`src/rtl/plm_pkg.sv`:
```
package plm_pkg;

  // Next run length when the event is high: one more, held at the ceiling.
  function automatic int unsigned sat_next(input int unsigned cur, input int unsigned ceil_v);
    return (cur >= ceil_v) ? ceil_v : cur + 1;
  endfunction

  // Threshold test: a weight at the ceiling is reserved as "never".
  function automatic logic crosses(input int unsigned len, input int unsigned wt,
                                   input int unsigned ceil_v);
    return (wt != ceil_v) && (len >= wt);
  endfunction

endpackage

```
`src/rtl/plm_run_counter.sv`:
```
module plm_run_counter #(
  parameter int unsigned CNT_W = 8
) (
  input  logic             clk,
  input  logic             rst_n,
  input  logic             en_i,
  input  logic             evt_i,
  output logic [CNT_W-1:0] len_o
);
  localparam int unsigned CEIL = (2 ** CNT_W) - 1;

  logic [CNT_W-1:0] run_q;

  // Length of the pulse including the current cycle (valid when evt_i is high).
  assign len_o = CNT_W'(plm_pkg::sat_next(32'(run_q), CEIL));

  always_ff @(posedge clk or negedge rst_n) begin
    if (!rst_n)     run_q <= '0;
    else if (en_i)  run_q <= evt_i ? len_o : '0;
  end
endmodule

```
`src/rtl/plm_peak_hold.sv`:
```
module plm_peak_hold #(
  parameter int unsigned CNT_W = 8
) (
  input  logic             clk,
  input  logic             rst_n,
  input  logic             en_i,
  input  logic             clr_i,
  input  logic             evt_i,
  input  logic [CNT_W-1:0] len_i,
  output logic [CNT_W-1:0] peak_o
);
  logic grow_w;
  assign grow_w = en_i && evt_i && (len_i > peak_o);

  always_ff @(posedge clk or negedge rst_n) begin
    if (!rst_n)       peak_o <= '0;
    else if (clr_i)   peak_o <= '0;
    else if (grow_w)  peak_o <= len_i;
  end
endmodule

```
`src/rtl/plm_flag.sv`:
```
module plm_flag (
  input  logic clk,
  input  logic rst_n,
  input  logic en_i,
  input  logic clr_i,
  input  logic hit_i,
  output logic flag_o
);
  always_ff @(posedge clk or negedge rst_n) begin
    if (!rst_n)              flag_o <= 1'b0;
    else if (clr_i)          flag_o <= 1'b0;
    else if (en_i && hit_i)  flag_o <= 1'b1;
  end
endmodule

```
`src/rtl/pulse_len_monitor.sv`:
```
module pulse_len_monitor #(
  parameter int unsigned N_EVENTS = 4,
  parameter int unsigned CNT_W    = 8
) (
  input  logic                      clk,
  input  logic                      rst_n,
  input  logic                      en_i,
  input  logic                      clr_i,
  input  logic [N_EVENTS-1:0]       evt_i,
  input  logic [N_EVENTS*CNT_W-1:0] weight_i,
  output logic [N_EVENTS-1:0]       irq_o,
  output logic [N_EVENTS*CNT_W-1:0] max_len_o
);
  localparam int unsigned CEIL = (2 ** CNT_W) - 1;

  // Named internal events, visible to the bound checker.
  logic [CNT_W-1:0]    len_w [N_EVENTS];
  logic [N_EVENTS-1:0] hit_w;

  for (genvar g = 0; g < N_EVENTS; g++) begin : g_lane
    plm_run_counter #(.CNT_W(CNT_W)) run_i (
      .clk   (clk),
      .rst_n (rst_n),
      .en_i  (en_i),
      .evt_i (evt_i[g]),
      .len_o (len_w[g])
    );

    assign hit_w[g] = evt_i[g] &&
      plm_pkg::crosses(32'(len_w[g]), 32'(weight_i[g*CNT_W +: CNT_W]), CEIL);

    plm_flag flag_i (
      .clk    (clk),
      .rst_n  (rst_n),
      .en_i   (en_i),
      .clr_i  (clr_i),
      .hit_i  (hit_w[g]),
      .flag_o (irq_o[g])
    );

    plm_peak_hold #(.CNT_W(CNT_W)) peak_i (
      .clk    (clk),
      .rst_n  (rst_n),
      .en_i   (en_i),
      .clr_i  (clr_i),
      .evt_i  (evt_i[g]),
      .len_i  (len_w[g]),
      .peak_o (max_len_o[g*CNT_W +: CNT_W])
    );
  end
endmodule

```
`config.mk`:
```
export PLATFORM = sky130hd
export DESIGN_NAME = pulse_len_monitor
export DESIGN_NICKNAME = d
export VERILOG_FILES = /design/src/rtl/plm_pkg.sv /design/src/rtl/plm_run_counter.sv /design/src/rtl/plm_peak_hold.sv /design/src/rtl/plm_flag.sv /design/src/rtl/pulse_len_monitor.sv
export SDC_FILE = /design/constraint.sdc
export NUM_CORES = 1
export LEC_CHECK = 0
export ABC_AREA = 1
export CORE_MARGIN = 2
export CORE_UTILIZATION = 31
export CTS_BUF_LIST = sky130_fd_sc_hd__clkbuf_4
export DETAILED_ROUTE_END_ITERATION = 10
export GPL_ROUTABILITY_DRIVEN = 1
export PLACE_DENSITY = 0.48
export SYNTH_ARGS = -nofsm -noshare
export SYNTH_HDL_FRONTEND = slang
export SYNTH_SLANG_ARGS = --single-unit
```
`constraint.sdc`:
```
create_clock -name clk -period 5.5 [get_ports clk]
set_clock_uncertainty 0.1 [all_clocks]
set_input_delay 1.65 -clock clk [delete_from_list [all_inputs] [get_ports clk]]
set_output_delay 1.65 -clock clk [all_outputs]
set_load 0.01 [all_outputs]
```
==> flow_metrics.env, run 1 <==
export IMPL_maxSlewHeadroom=0.313
export IMPL_start_util=0.316
export IMPL_dp_cells=1025
export IMPL_finalNonFillerCells=1041
export IMPL_post_cts_resized=0
export IMPL_track_usage=0.160
export IMPL_hold_violations=0
export IMPL_cts_buffer_depth=2
export IMPL_vias_per_cell=4.76
export IMPL_area_growth_pct=20.4
export IMPL_hpwlAfterDp_mm=10.9
export IMPL_power_internal_uw=796
export IMPL_crit_buf_inv=1
export IMPL_critPathRequiredTime_ns=3.75
export IMPL_grt_max_degree=65
export IMPL_cts_clk_slew_worst_paths_ns=0.13
export IMPL_drtAntennaViolNets=0
export IMPL_drt_total_wl_mm=14.0
export IMPL_multiInputGateArea_sq_mm=0.00311
export IMPL_min_period_ns=3.23
export IMPL_cts_made_buffers=9
export IMPL_mostFrequentLayoutCell="nand2_1"
export IMPL_startpoint="g_lane[2].peak_i.peak_o[1]$_DFFE_PN0P_"
export IMPL_h_tree_depth=3
export IMPL_rsz0062_at_grt="false"
export IMPL_num_io_pins=76
export IMPL_synth_top_cell_area_share=0.314
export IMPL_seq_area_sq_mm=0.00170
export IMPL_crit_end="max_len_o[17]"
export IMPL_num_rows=48
export IMPL_cp_cell_sequence="clkdlybuf4s50_1"
export IMPL_io_buffers=75
export IMPL_setup_violations=0
export IMPL_power_uw=1260
export IMPL_final_core_util=0.380
export IMPL_crit_family="buffers and inverters"
export IMPL_dieArea_sq_mm=0.0186
export IMPL_drive_above_1_share=0.0919
export IMPL_tns_ns=0
export IMPL_p_sw_uw=462
export IMPL_ys_ff_latch=68
export IMPL_layout_setup_ws_ns=2.27
export IMPL_cts_setup_buffers=0
export IMPL_grt_pass1_vias=4763
export IMPL_ys_seq_area_frac=0.314
export IMPL_place_gp_congestion=0.813
export IMPL_max_clock_freq_mhz=310
export IMPL_avgSynthCellArea_sq_um=7.37
export IMPL_comb_power_share=0.303
export IMPL_cp_max_fo=3
export IMPL_leakage_uw=0.00346
export IMPL_drtIter0Drc=233
export IMPL_clkSinkCount=68
export IMPL_reg2reg_slack_ns=2.90
export IMPL_p_per_area_mw_per_mm2=193
export IMPL_critPathLaunchType="register"
export IMPL_final_cell_mix="nand2_1 (181), inv_1 (138), clkdlybuf4s50_1 (74)"
export IMPL_peakVddDrop_uv=90.7
export IMPL_cpPeakStageDelay_ns=0.57
export IMPL_pwr_share_seq=0.429
export IMPL_timing_critical_path_to_type="output pin"
export IMPL_antennaDiodeCount=0
export IMPL_min_path_type="reg2reg"
export IMPL_clock_latency_ns=0.44
export IMPL_fill_cells=1828
export IMPL_worstReg2RegStart="g_lane[1].run_i.run_q[0]$_DFFE_PN0P_"
export IMPL_dr_pass1_iters=4
export IMPL_synth_distinct_cells=26
export IMPL_synth_cells=736
export IMPL_reg2reg_depth=13
export IMPL_hold_path_startpoint="g_lane[1].flag_i.flag_o$_DFFE_PN0P_"
export IMPL_grt_overflow=0
export IMPL_p_sw_frac=0.367
export IMPL_final_nets=919
export IMPL_arrival_ns=1.48
export IMPL_rr_endpoint="g_lane[1].peak_i.peak_o[6]$_DFFE_PN0P_"
export IMPL_cts_hold_buf=0
export IMPL_crit_slowest_cell="clkdlybuf4s50_1"
export IMPL_maxCapViolations=0
export IMPL_yosys_warnings=0
export IMPL_route_detailed_drc=0
export IMPL_synth_top_cell_by_area="dfrtp_1"
export IMPL_die_w_microns=136
export IMPL_worstMarginPinSlew_ns=1.03
export IMPL_dpl_worst_slack_ns=2.02
export IMPL_setup_worst_path_class="reg2out"
export IMPL_grt_pass1_wl_mm=23.3
export IMPL_clock_power_share=0.268
export IMPL_cts_tree="built"
export IMPL_syn_cell_area_sq_mm=0.00542
export IMPL_route_vias_total=4953
export IMPL_avgRoutedWirePerCell_microns=13.4
export IMPL_syn_nets=844
export IMPL_status="completed"
export IMPL_drv_slew=0
export IMPL_antenna_found_initial=0
export IMPL_cp_depth=1
export IMPL_cts_root_buf="clkbuf_4"
export IMPL_synth_area_top_cells="dfrtp_1 (31%), ha_1 (16%), nand2_1 (13%), inv_1 (9.6%), nand3_1 (4.8%)"
export IMPL_timing_final_crit_share=0.587
export IMPL_die_y_microns=136
export IMPL_design_core_area_sq_mm=0.0172
## worst register-to-register path: stages (launching register included)
cell     delay [ns]
dfrtp_1        0.43
ha_1           0.23
nand2_2        0.13
nor2_4         0.05
nand2_2        0.17
nand3_1        0.22
ha_1           0.35
nand2_1        0.06
nor2_2         0.17
nand2_1        0.10
nand2_2        0.19
nand2_4        0.12
nand3_1        0.09
nand2_1        0.08
## metal layers
metal / vias to the layer above / share of wire / GRT usage
met4: 0 / 0.019 / 0.0579
met5: - / 0 / 0
met2: 96 / 0.46 / 0.262
met1: 2291 / 0.48 / 0.211
met3: 20 / 0.037 / 0.0280
li1: 2546 / - / -
## power groups by stage
stage,clock [uW],combinational (uW),sequential [uW]
finish,338,381,540
global route,379,442,543
CTS,352,389,540
detailed placement,0,387,549
global placement,0,374,549
floorplan,0,253,548
## sequential cells by signal (all words and copies together) (netlist names)
signal                cells
g_lane.peak_i.peak_o     32
g_lane.flag_i.flag_o      4
g_lane.run_i.run_q       32
## Yosys cell counts
cell type  number
nand2_1       181
inv_1         138
dfrtp_1        68
ha_1           68
nand3_1        52
nor2_1         43
nand4_1        40
o21ai_0        29
a21oi_1        24
nand3_2        15
nand2_2        11
o22ai_1         9
nand2_4         8
o21a_1          8
nor2_2          7
a21oi_4         4
buf_4           4
inv_2           4
o21ai_2         4
o21bai_1        4
buf_1           3
buf_2           3
clkbuf_1        3
nor2_4          3
o21ai_1         2
buf_6           1
## layout make-up
type,count,share of cell area
Multi-Input combinational cell,512,0.476
Clock inverter,7,0.0103
Inverter,142,0.0816
Sequential cell,68,0.261
Clock buffer,9,0.0103
Timing Repair Buffer,78,0.118
Tap cell,225,0.0431
## cells by family (layout without fill, tap and decap cells)
family	after synthesis	in the layout	share of synthesized area
adder cells (fa/ha/maj)	68	68	0.157
AO/OA/AOI/OAI	84	84	0.0962
buffers and inverters	156	236	0.113
flip-flops	68	68	0.314
AND/OR/NAND/NOR	360	360	0.320
## metrics by stage
step           hold slack (ns)  cell area (sq um)
5_1_grt                  0.466               6530
3_3_place_gp             0.405               6390
6_report                 0.423               6530
4_1_cts                  0.428               6530
3_5_place_dp             0.409               6390
2_1_floorplan            0.390               5420
## worst min-delay path by stage
| stage | cells past startpoint | end | slack (ns) |
|---|---|---|---|
| 5_1_grt | 2 | g_lane[1].flag_i.flag_o$_DFFE_PN0P_ | 0.47 |
| 2_1_floorplan | 2 | g_lane[0].flag_i.flag_o$_DFFE_PN0P_ | 0.39 |
| 3_5_place_dp | 2 | g_lane[1].flag_i.flag_o$_DFFE_PN0P_ | 0.41 |
| 4_1_cts | 2 | g_lane[1].flag_i.flag_o$_DFFE_PN0P_ | 0.43 |
| 6_report | 2 | g_lane[1].flag_i.flag_o$_DFFE_PN0P_ | 0.42 |
| 3_3_place_gp | 2 | g_lane[0].flag_i.flag_o$_DFFE_PN0P_ | 0.40 |
No activity file was read; power rests on OpenSTA's default activity.
==> run 2, diff against run 1 <==
==> constraint.sdc (replaced) <==
create_clock -name clk -period 3.1 [get_ports clk]
set_clock_uncertainty 0.1 [all_clocks]
set_input_delay 0.93 -clock clk [delete_from_list [all_inputs] [get_ports clk]]
set_output_delay 0.93 -clock clk [all_outputs]
set_load 0.01 [all_outputs]
==> run 2 against run 1 <==
  * Sequential power rose by 77%
  * Combinational power up 78%
  * First-iteration DRC count is 44% higher
  * Total power grew 83%
==> flow_metrics.env, run 2 (same netlist as run 1, synthesis figures left out) <==
export IMPL_cp_cell_sequence="ha_1 -> nand2_1 -> nor2_2 -> nand2_2 -> nand3_1 -> ha_1 -> nand2_1 -> nor2_2 -> nand2_1 -> nand2_2 -> nand2_4 -> nand3_1 -> nand2_1"
export IMPL_drv_slew=0
export IMPL_leakage_uw=0.00349
export IMPL_final_core_util=0.383
export IMPL_crit_buf_inv=0
export IMPL_maxSlewHeadroom=0.734
export IMPL_mostFrequentLayoutCell="nand2_1"
export IMPL_timing_final_crit_share=0.813
export IMPL_vias_per_cell=4.67
export IMPL_max_clock_freq_mhz=397
export IMPL_cts_made_buffers=9
export IMPL_io_buffers=75
export IMPL_maxCapViolations=0
export IMPL_crit_slowest_cell="dfrtp_1"
export IMPL_crit_family="simple AND/OR/NAND/NOR gates"
export IMPL_cp_common_cell="nand2_1"
export IMPL_route_vias_total=4868
export IMPL_die_w_microns=136
export IMPL_route_detailed_drc=0
export IMPL_timing_critical_path_to_type="register"
export IMPL_cts_tree="built"
export IMPL_grt_overflow=0
export IMPL_critPathRequiredTime_ns=3.34
export IMPL_critPathLaunchType="register"
export IMPL_post_cts_resized=0
export IMPL_antenna_found_initial=0
export IMPL_peakVddDrop_uv=141
export IMPL_status="completed"
export IMPL_cp_max_fo=9
export IMPL_cts_hold_buf=0
export IMPL_cts_root_buf="clkbuf_4"
export IMPL_design_core_area_sq_mm=0.0172
export IMPL_cts_setup_buffers=0
export IMPL_clkSinkCount=68
export IMPL_rsz0062_at_grt="false"
export IMPL_dieArea_sq_mm=0.0186
export IMPL_drtAntennaViolNets=0
export IMPL_num_rows=48
export IMPL_p_per_area_mw_per_mm2=349
export IMPL_drt_total_wl_mm=14.0
export IMPL_final_nets=921
export IMPL_min_path_type="in2async"
export IMPL_min_period_ns=2.52
export IMPL_arrival_ns=2.76
export IMPL_h_tree_depth=3
export IMPL_cpPeakStageDelay_ns=0.42
export IMPL_final_cell_mix="nand2_1 (181), inv_1 (138), clkdlybuf4s50_1 (74)"
export IMPL_cts_clk_slew_worst_paths_ns=0.12
export IMPL_avgRoutedWirePerCell_microns=13.4
export IMPL_setup_violations=0
export IMPL_grt_pass1_wl_mm=24.3
export IMPL_grt_pass1_vias=4955
export IMPL_hold_violations=0
export IMPL_clock_latency_ns=0.45
export IMPL_start_util=0.316
export IMPL_tns_ns=0
export IMPL_place_gp_congestion=0.818
export IMPL_track_usage=0.165
export IMPL_post_dp_cell_area_sq_mm=0.00643
export IMPL_hpwlAfterDp_mm=10.9
export IMPL_drive_above_1_share=0.0918
export IMPL_dr_pass1_iters=6
export IMPL_worstMarginPinSlew_ns=0.400
export IMPL_die_y_microns=136
export IMPL_antennaDiodeCount=0
export IMPL_grt_max_degree=69
export IMPL_top_regs="g_lane.peak_i.peak_o: 32 flops, g_lane.run_i.run_q: 32 flops, g_lane.flag_i.flag_o: 4 flops"
export IMPL_area_growth_pct=21.4
export IMPL_cts_buffer_depth=2
export IMPL_num_io_pins=76
export IMPL_drtIter0Drc=335
export IMPL_stdcell_area_sq_mm=0.00658
export IMPL_setup_worst_path_class="reg2reg"
## run 2: area by class of cell
class                           instances  area (sq um)
Clock buffer                            9          67.6
Clock inverter                          6          80.1
Inverter                              142           533
Tap cell                              225           282
Fill cell                            1816         10600
Sequential cell                        68          1700
Multi-Input combinational cell        512          3110
Timing Repair Buffer                   80           808
## run 2: path summary, 6_finish.rpt
kind                                                     endpoint  slack (ns)  cells after the start                            startpoint
max                        g_lane[2].peak_i.peak_o[1]$_DFFE_PN0P_        0.58                     13  g_lane[2].run_i.run_q[0]$_DFFE_PN0P_
min                        g_lane[1].peak_i.peak_o[7]$_DFFE_PN0P_        0.38                      2                                 rst_n
max reg2reg                g_lane[2].peak_i.peak_o[1]$_DFFE_PN0P_        0.58                     13  g_lane[2].run_i.run_q[0]$_DFFE_PN0P_
min reg2reg                   g_lane[0].flag_i.flag_o$_DFFE_PN0P_        0.42                      2   g_lane[0].flag_i.flag_o$_DFFE_PN0P_
max in group asynchronous    g_lane[3].run_i.run_q[5]$_DFFE_PN0P_        2.19                      2                                 rst_n
min in group clk              g_lane[0].flag_i.flag_o$_DFFE_PN0P_        0.42                      2   g_lane[0].flag_i.flag_o$_DFFE_PN0P_
## run 2: power by group
group | leakage [uW] | switching [uW] | total [uW] | internal, uW
sequential | 0.000939 | 37.3 | 958 | 921
combinational | 0.00247 | 422 | 677 | 256
clock | 0.0000769 | 348 | 664 | 316
total | 0.00349 | 808 | 2300 | 1490
## run 2: stage by stage
| stage | std cells | total power (uW) | worst slack (ns) | hold WS, ns |
|---|---|---|---|---|
| 6_report | 1042 | 2300 | 0.580 | 0.382 |
| 4_1_cts | 1042 | 2340 | 0.554 | 0.379 |
| 2_1_floorplan | 736 | 1420 | 0.900 | 0.390 |
| 3_5_place_dp | 1027 | 1660 | 0.541 | 0.414 |
| 5_1_grt | 1042 | 2480 | 0.310 | 0.392 |
| 3_3_place_gp | 1027 | 1640 | 0.567 | 0.409 |
## run 2: routing by layer
metal  track usage  wire (microns)
met1         0.221            6730
met2         0.274            6580
met3        0.0261             524
met4        0.0451             171
met5             0               0
